File: src/rtl/dbsel_pkg.sv
package dbsel_pkg;
  typedef enum logic [1:0] {
    PL_USER = 2'd0,
    PL_KERN = 2'd1,
    PL_HYP  = 2'd2,
    PL_TOP  = 2'd3
  } plevel_t;

  typedef enum logic [1:0] {
    ACC_DO       = 2'd0,
    ACC_UNDEF    = 2'd1,
    ACC_TRAP_HYP = 2'd2,
    ACC_TRAP_TOP = 2'd3
  } verdict_t;

  typedef struct packed {
    logic feat_dbg;
    logic feat_wide;
    logic feat_fg;
    logic top_present;
    logic hyp_on;
    logic top_bank_en;
    logic top_dbg_trap;
    logic top_fg_en;
    logic hyp_trap_a;
    logic hyp_trap_b;
    logic fg_rd_n;
    logic fg_wr_n;
    logic sdd_prio;
    logic sdd_undef;
  } gate_ctl_t;

  localparam logic [5:0] TRAP_CLASS = 6'h18;
endpackage

File: src/rtl/dbsel_gate.sv
module dbsel_gate
  import dbsel_pkg::*;
(
  input  logic      clk,
  input  logic      rst_n,
  input  logic      valid,
  input  logic      write,
  input  plevel_t   lvl,
  input  gate_ctl_t ctl,
  output verdict_t  verdict
);
  logic fg_bit;
  logic feats_ok;

  // Ordered chain: the first condition that fires decides the outcome.
  always_comb begin
    fg_bit   = write ? ctl.fg_wr_n : ctl.fg_rd_n;
    feats_ok = ctl.feat_dbg && ctl.feat_wide;
    verdict  = ACC_DO;
    if (!feats_ok || lvl == PL_USER)
      verdict = ACC_UNDEF;
    else if (lvl == PL_TOP)
      verdict = ACC_DO;
    else if (ctl.top_present && ctl.sdd_prio && !ctl.top_bank_en)
      verdict = ACC_UNDEF;
    else if (ctl.top_present && ctl.sdd_prio && ctl.top_dbg_trap)
      verdict = ACC_UNDEF;
    else if (lvl == PL_KERN && ctl.hyp_on && ctl.feat_fg &&
             ((ctl.top_present && !ctl.top_fg_en) || !fg_bit))
      verdict = ACC_TRAP_HYP;
    else if (lvl == PL_KERN && ctl.hyp_on && (ctl.hyp_trap_a || ctl.hyp_trap_b))
      verdict = ACC_TRAP_HYP;
    else if (ctl.top_present && (!ctl.top_bank_en || ctl.top_dbg_trap))
      verdict = ctl.sdd_undef ? ACC_UNDEF : ACC_TRAP_TOP;
  end

  AST_USER_UNDEF: assert property (@(posedge clk) disable iff (!rst_n)
    (valid && lvl == PL_USER) |-> verdict == ACC_UNDEF);
  AST_TOP_DONE: assert property (@(posedge clk) disable iff (!rst_n)
    (valid && lvl == PL_TOP && ctl.feat_dbg && ctl.feat_wide) |-> verdict == ACC_DO);
  AST_SDD_NO_TOP_TRAP: assert property (@(posedge clk) disable iff (!rst_n)
    (valid && ctl.sdd_undef) |-> verdict != ACC_TRAP_TOP);
  AST_HYP_SKIPS_HYPTRAP: assert property (@(posedge clk) disable iff (!rst_n)
    (valid && lvl == PL_HYP) |-> verdict != ACC_TRAP_HYP);
endmodule

File: src/rtl/dbsel_bank_reg.sv
module dbsel_bank_reg #(
  parameter int BANK_W = 2,
  parameter int LOW_W  = 4,
  parameter int CNT_W  = 7
) (
  input  logic              clk,
  input  logic              rst_n,
  input  logic              wr_en,
  input  logic [BANK_W-1:0] wr_bank,
  input  logic [CNT_W-1:0]  cnt_max,
  input  logic              raz,
  output logic [BANK_W-1:0] bank_q
);
  localparam int NBANK     = 1 << BANK_W;
  localparam int BANK_SPAN = 1 << LOW_W;

  logic [NBANK-1:0] legal;
  logic             take;

  // A bank value is legal when some count reaches past its first slot.
  for (genvar b = 0; b < NBANK; b++) begin : g_legal
    if (b == 0) begin : g_zero
      assign legal[b] = 1'b1;
    end else begin : g_upper
      assign legal[b] = cnt_max > CNT_W'(b * BANK_SPAN);
    end
  end

  assign take = wr_en && !raz && legal[wr_bank];

  always_ff @(posedge clk or negedge rst_n) begin
    if (!rst_n)    bank_q <= '0;
    else if (take) bank_q <= wr_bank;
  end

  AST_HOLD_NO_WRITE: assert property (@(posedge clk) disable iff (!rst_n)
    !wr_en |=> $stable(bank_q));
  AST_HOLD_RAZ: assert property (@(posedge clk) disable iff (!rst_n)
    (wr_en && raz) |=> $stable(bank_q));
endmodule

File: src/rtl/dbsel_index.sv
module dbsel_index
  import dbsel_pkg::*;
#(
  parameter int BANK_W = 2,
  parameter int LOW_W  = 4,
  localparam int IDX_W = BANK_W + LOW_W
) (
  input  logic              clk,
  input  logic              rst_n,
  input  plevel_t           lvl,
  input  logic [BANK_W-1:0] bank_q,
  input  logic              raz,
  input  logic              top_bank_en,
  input  logic              hyp_bank_en,
  input  logic              kern_bank_en,
  input  logic [LOW_W-1:0]  low_idx,
  output logic [IDX_W-1:0]  eff_idx
);
  logic              force_zero;
  logic [BANK_W-1:0] bank_use;

  always_comb begin
    unique case (lvl)
      PL_TOP:  force_zero = !top_bank_en;
      PL_HYP:  force_zero = !hyp_bank_en;
      PL_KERN: force_zero = !kern_bank_en;
      default: force_zero = 1'b0;
    endcase
    bank_use = (force_zero || raz) ? '0 : bank_q;
    eff_idx  = {bank_use, low_idx};
  end

  AST_TOP_FORCE_ZERO: assert property (@(posedge clk) disable iff (!rst_n)
    (lvl == PL_TOP && !top_bank_en) |-> eff_idx[IDX_W-1:LOW_W] == '0);
  AST_LOW_PASS: assert property (@(posedge clk) disable iff (!rst_n)
    1'b1 |-> eff_idx[LOW_W-1:0] == low_idx);
endmodule

File: src/rtl/dbg_bank_select.sv
module dbg_bank_select
  import dbsel_pkg::*;
#(
  parameter int DATA_W   = 64,
  parameter int BANK_LSB = 4,
  parameter int BANK_W   = 2,
  parameter int LOW_W    = 4,
  parameter int CNT_W    = 7,
  localparam int IDX_W   = BANK_W + LOW_W
) (
  input  logic              clk,
  input  logic              rst_n,
  input  logic              acc_valid,
  input  logic              acc_write,
  input  logic [DATA_W-1:0] acc_wdata,
  input  logic [1:0]        cur_lvl,
  input  logic              feat_dbg,
  input  logic              feat_wide,
  input  logic              feat_fg,
  input  logic              top_present,
  input  logic              hyp_on,
  input  logic              top_bank_en,
  input  logic              top_dbg_trap,
  input  logic              top_fg_en,
  input  logic              hyp_bank_en,
  input  logic              hyp_trap_a,
  input  logic              hyp_trap_b,
  input  logic              fg_rd_n,
  input  logic              fg_wr_n,
  input  logic              kern_bank_en,
  input  logic              sdd_prio,
  input  logic              sdd_undef,
  input  logic [CNT_W-1:0]  bp_count,
  input  logic [CNT_W-1:0]  wp_count,
  input  logic [LOW_W-1:0]  low_idx,
  output logic [DATA_W-1:0] rd_data,
  output logic              exc_valid,
  output logic              exc_undef,
  output logic              exc_trap,
  output logic [1:0]        exc_target,
  output logic [5:0]        exc_class,
  output logic [IDX_W-1:0]  eff_idx
);
  localparam int BANK_SPAN = 1 << LOW_W;

  plevel_t           lvl;
  gate_ctl_t         ctl;
  verdict_t          verdict;
  logic [CNT_W-1:0]  cnt_max;
  logic              raz;
  logic [BANK_W-1:0] bank_q;
  logic              wr_en;

  assign lvl     = plevel_t'(cur_lvl);
  assign ctl     = '{feat_dbg: feat_dbg, feat_wide: feat_wide, feat_fg: feat_fg,
                     top_present: top_present, hyp_on: hyp_on,
                     top_bank_en: top_bank_en, top_dbg_trap: top_dbg_trap,
                     top_fg_en: top_fg_en, hyp_trap_a: hyp_trap_a,
                     hyp_trap_b: hyp_trap_b, fg_rd_n: fg_rd_n, fg_wr_n: fg_wr_n,
                     sdd_prio: sdd_prio, sdd_undef: sdd_undef};
  assign cnt_max = (bp_count > wp_count) ? bp_count : wp_count;
  assign raz     = cnt_max <= CNT_W'(BANK_SPAN);
  assign wr_en   = acc_valid && acc_write && verdict == ACC_DO;

  dbsel_gate u_gate (
    .clk     (clk),
    .rst_n   (rst_n),
    .valid   (acc_valid),
    .write   (acc_write),
    .lvl     (lvl),
    .ctl     (ctl),
    .verdict (verdict)
  );

  dbsel_bank_reg #(.BANK_W(BANK_W), .LOW_W(LOW_W), .CNT_W(CNT_W)) u_reg (
    .clk     (clk),
    .rst_n   (rst_n),
    .wr_en   (wr_en),
    .wr_bank (acc_wdata[BANK_LSB +: BANK_W]),
    .cnt_max (cnt_max),
    .raz     (raz),
    .bank_q  (bank_q)
  );

  dbsel_index #(.BANK_W(BANK_W), .LOW_W(LOW_W)) u_idx (
    .clk          (clk),
    .rst_n        (rst_n),
    .lvl          (lvl),
    .bank_q       (bank_q),
    .raz          (raz),
    .top_bank_en  (top_bank_en),
    .hyp_bank_en  (hyp_bank_en),
    .kern_bank_en (kern_bank_en),
    .low_idx      (low_idx),
    .eff_idx      (eff_idx)
  );

  always_comb begin
    rd_data    = '0;
    exc_valid  = acc_valid && verdict != ACC_DO;
    exc_undef  = acc_valid && verdict == ACC_UNDEF;
    exc_trap   = acc_valid && (verdict == ACC_TRAP_HYP || verdict == ACC_TRAP_TOP);
    exc_target = 2'd0;
    exc_class  = 6'd0;
    if (exc_trap) begin
      exc_target = (verdict == ACC_TRAP_HYP) ? 2'd2 : 2'd3;
      exc_class  = TRAP_CLASS;
    end
    if (acc_valid && !acc_write && verdict == ACC_DO && !raz)
      rd_data[BANK_LSB +: BANK_W] = bank_q;
  end

  AST_RAZ_READ: assert property (@(posedge clk) disable iff (!rst_n)
    (acc_valid && !acc_write && raz) |-> rd_data == '0);
  AST_FAILED_READ_ZERO: assert property (@(posedge clk) disable iff (!rst_n)
    exc_valid |-> rd_data == '0);
  AST_FAILED_WRITE_HOLD: assert property (@(posedge clk) disable iff (!rst_n)
    (acc_valid && acc_write && exc_valid) |=> $stable(bank_q));
endmodule

File: config.mk
export PLATFORM = sky130hd
export DESIGN_NAME = dbg_bank_select
export DESIGN_NICKNAME = d
export VERILOG_FILES = /design/src/rtl/dbsel_pkg.sv /design/src/rtl/dbsel_gate.sv /design/src/rtl/dbsel_bank_reg.sv /design/src/rtl/dbsel_index.sv /design/src/rtl/dbg_bank_select.sv
export SDC_FILE = /design/constraint.sdc
export NUM_CORES = 1
export LEC_CHECK = 0
export ABC_CLOCK_PERIOD_IN_PS = 3200
export BUFFER_PORTS_ARGS = -buffer_cell sky130_fd_sc_hd__clkbuf_2
export CORE_AREA = 3 3 71 73
export CTS_BUF_LIST = sky130_fd_sc_hd__clkbuf_4 sky130_fd_sc_hd__clkbuf_8
export DETAILED_ROUTE_END_ITERATION = 8
export DIE_AREA = 0 0 74 76
export GPL_TIMING_DRIVEN = 0
export MAX_ROUTING_LAYER = met4
export PLACE_DENSITY = 0.8
export SLEW_MARGIN = 20
export SYNTH_ARGS = -nofsm -noshare
export SYNTH_HDL_FRONTEND = slang
export SYNTH_HIERARCHICAL = 1
export SYNTH_SLANG_ARGS = --single-unit
File: constraint.sdc
create_clock -name clk -period 3.2 [get_ports clk]
set_input_delay 0.64 -clock clk [delete_from_list [all_inputs] [get_ports clk]]
set_output_delay 0.64 -clock clk [all_outputs]
set_load 0.05 [all_outputs]
==> results_dict.tcl <==
set metrics [dict create \
    die-width_um 74 \
    hp-class "primary input to asynchronous set/reset pin" \
    arrival_ps 2590 \
    cts_tree "built" \
    required_ps 2560 \
    max_freq_mhz 310 \
    core_area_um2 4410 \
    r2r-start "u_reg/bank_q[0]" \
    top_regs "u_reg/bank_q: 2 flops" \
    synth_top_area_share_pct 42.2 \
    slew_violations 0 \
    vias 1335 \
    violations "setup timing" \
    fin_crit_sh_pct 101 \
    grt_overflow 0 \
    switching_share_pct 54.6 \
    synth_cell_types 45 \
    grt_pass1_vias 1217 \
    seqPwrFrac_pct 6.5 \
    ys_seq_area_share_pct 3.85 \
    start_kind "primary input" \
    clock_power_share_pct 16.4 \
    numCtsBuffers 3 \
    die_h_um 76 \
    dominantRegCellSynth "dfrtp_1" \
    dr.pass1.iters 4 \
    globalplace.congestion 0.842 \
    power.density_nw_per_um2 289 \
    finalHoldViolations 0 \
    fillers 433 \
    final_cell_mix "buf_4, conb_1, clkbuf_2" \
    clk_pin_slew_ps 30 \
    synthArstFlopShare_pct 100 \
    ys_ff_latch 2 \
    ios 185 \
    clk_path_buf_depth 2 \
    clock_latency_ps 210 \
    grt_max_degree 9 \
    period_needed_ps 3230 \
    status "finished with violations" \
    vias_per_cell 3.88 \
    synth.avg_cell_area_um2 7.92 \
    final_util_pct 49.6 \
    route.detailed.wl_per_inst_um 10.3 \
    dieArea_um2 5620 \
    drc_errors 0 \
    max-vdd-ir-drop_uv 279 \
    ctsHtreeMaxLevel 1 \
    regToRegSetupSlack_ps 2400 \
    power.net_switching_uw 345 \
    nNetsFinal 405 \
    synth.area.top_cells "buf_4, ha_1, mux2_2, inv_1, dfrtp_1" \
    ff_latch_area_um2 50.0 \
    ys_warn_count 6 \
    rsz0062_at_grt "true" \
    grt_antenna_before_repair 0 \
    area_delta_synth_final_pct 68.5 \
    ff2ff_path_depth 1 \
    finalSetupViolations 1 \
    placementRows 24 \
    worst_slack_ps -29.1 \
    critPathKind "primary input to output port" \
    cts_root_buf "clkbuf_8" \
    grt_first_pass_wirelength_mm 5.35 \
    leakagePower_nw 1.26 \
    wirelength_mm 3.55 \
    r2r_end "u_reg/bank_q[0]" \
    synth_top_area_cell "buf_4" \
    synth_edf_count 0 \
    syn_area_um2 1300 \
    grt.total_usage_pct 12.1 \
    internal-power_uw 287 \
    whs_ps 205 \
    dp_hpwl_mm 3.02 \
    portBuffers 52 \
    end_kind "output port" \
    drt-initial-drc-count 53 \
    initial_utilization_pct 29.4 \
    finalClockSkew_ps 0 \
    ant_nets 0 \
    layout_commonest_cell "buf_4" \
    diodes 0 \
    critical_path_peak_fanout 4 \
    largest_register_ffs 2 \
    drive_above_1_share_pct 56.2 \
    syn_inst 164 \
    startpoint "bp_count[6]" \
    power_frac_comb_pct 77.1 \
    numClockSinks 2 \
    regMostFlops "u_reg/bank_q" \
    multi_input_area_um2 1000 \
    max_cap_violations 0 \
]
-- stage by stage --
stage / instance area [um^2] / std cells / worst slack [ps] / total power [mW] / TNS, ps
floorplan: 1660 / 229 / -35.3 / 0.422 / -118
global placement: 1980 / 333 / -224 / 0.482 / -805
detailed placement: 1980 / 333 / -283 / 0.489 / -1010
CTS: 2110 / 341 / 4.55 / 0.618 / 0
global route: 2190 / 344 / -94.9 / 0.668 / -170
finish: 2190 / 344 / -29.1 / 0.632 / -29.1
-- layout make-up --
cell class / instances / area share [%]
Inverter: 14 / 3.32
Sequential cell: 2 / 2.29
Buffer: 73 / 25.0
Clock buffer: 3 / 1.89
Tap cell: 52 / 2.97
Timing Repair Buffer: 60 / 18.6
Multi-Input combinational cell: 140 / 45.9
-- routing by layer --
metal | part of all wire (%) | global-route usage, %
met4 | 1.2 | 4.35
met2 | 54 | 22.5
met1 | 32 | 12.3
met5 | 0 | -
met3 | 13 | 1.72
-- repair_timing --
action,CTS,global route
pin swaps,4,9
setup endpoints to repair,6,6
resized for setup,12,26
hold buffers,0,0
setup buffers,5,3
-- critical path, stage by stage --
cell       delay (ps)
buf_8             110
ha_4              260
nand4_1           150
buf_4             180
a21oi_4           140
o21ai_4            70
mux2_4            310
and2_4            180
a2111oi_4         280
clkbuf_8          240
-- cell usage after synthesis (2+ instances only) --
master,instances
nor2b_1,2
buf_4,73
ha_1,7
a21oi_1,4
nand3b_1,5
o31ai_1,2
mux2_1,2
dfrtp_1,2
nand2_1,4
nor2_1,3
and3_1,2
mux2_2,5
mux2_4,2
inv_1,14
or4_1,2
o21ai_0,3
and2_1,3
o41ai_1,2
-- power by group through the flow --
stage	Sequential (mW)	Clock, mW	Combinational [mW]
floorplan	0.0389	0	0.383
global placement	0.0407	0	0.442
detailed placement	0.0409	0	0.448
CTS	0.0407	0.107	0.471
global route	0.0413	0.112	0.515
finish	0.0409	0.104	0.487
-- cell families (layout without fill, tap and decap cells) --
kind of cell | Yosys count | in the layout | synth area share [%]
buf+inv | 87 | 150 | 46.2
mux | 10 | 10 | 9.15
flops | 2 | 2 | 3.85
compound gates | 28 | 28 | 20.0
other cells | 1 | 66 | 0.289
fa+ha+maj | 7 | 7 | 6.74
simple gates | 29 | 29 | 13.7
-- how the worst max path moves through the flow --
stage                       endpoint  cells after the start
after global routing      eff_idx[5]                     11
final                     eff_idx[5]                     10
after global placement    eff_idx[5]                     10
after detailed placement  eff_idx[5]                     10
after floorplan           rd_data[4]                      7
after CTS                 eff_idx[5]                     10
Power figures use the tool's default switching activity.
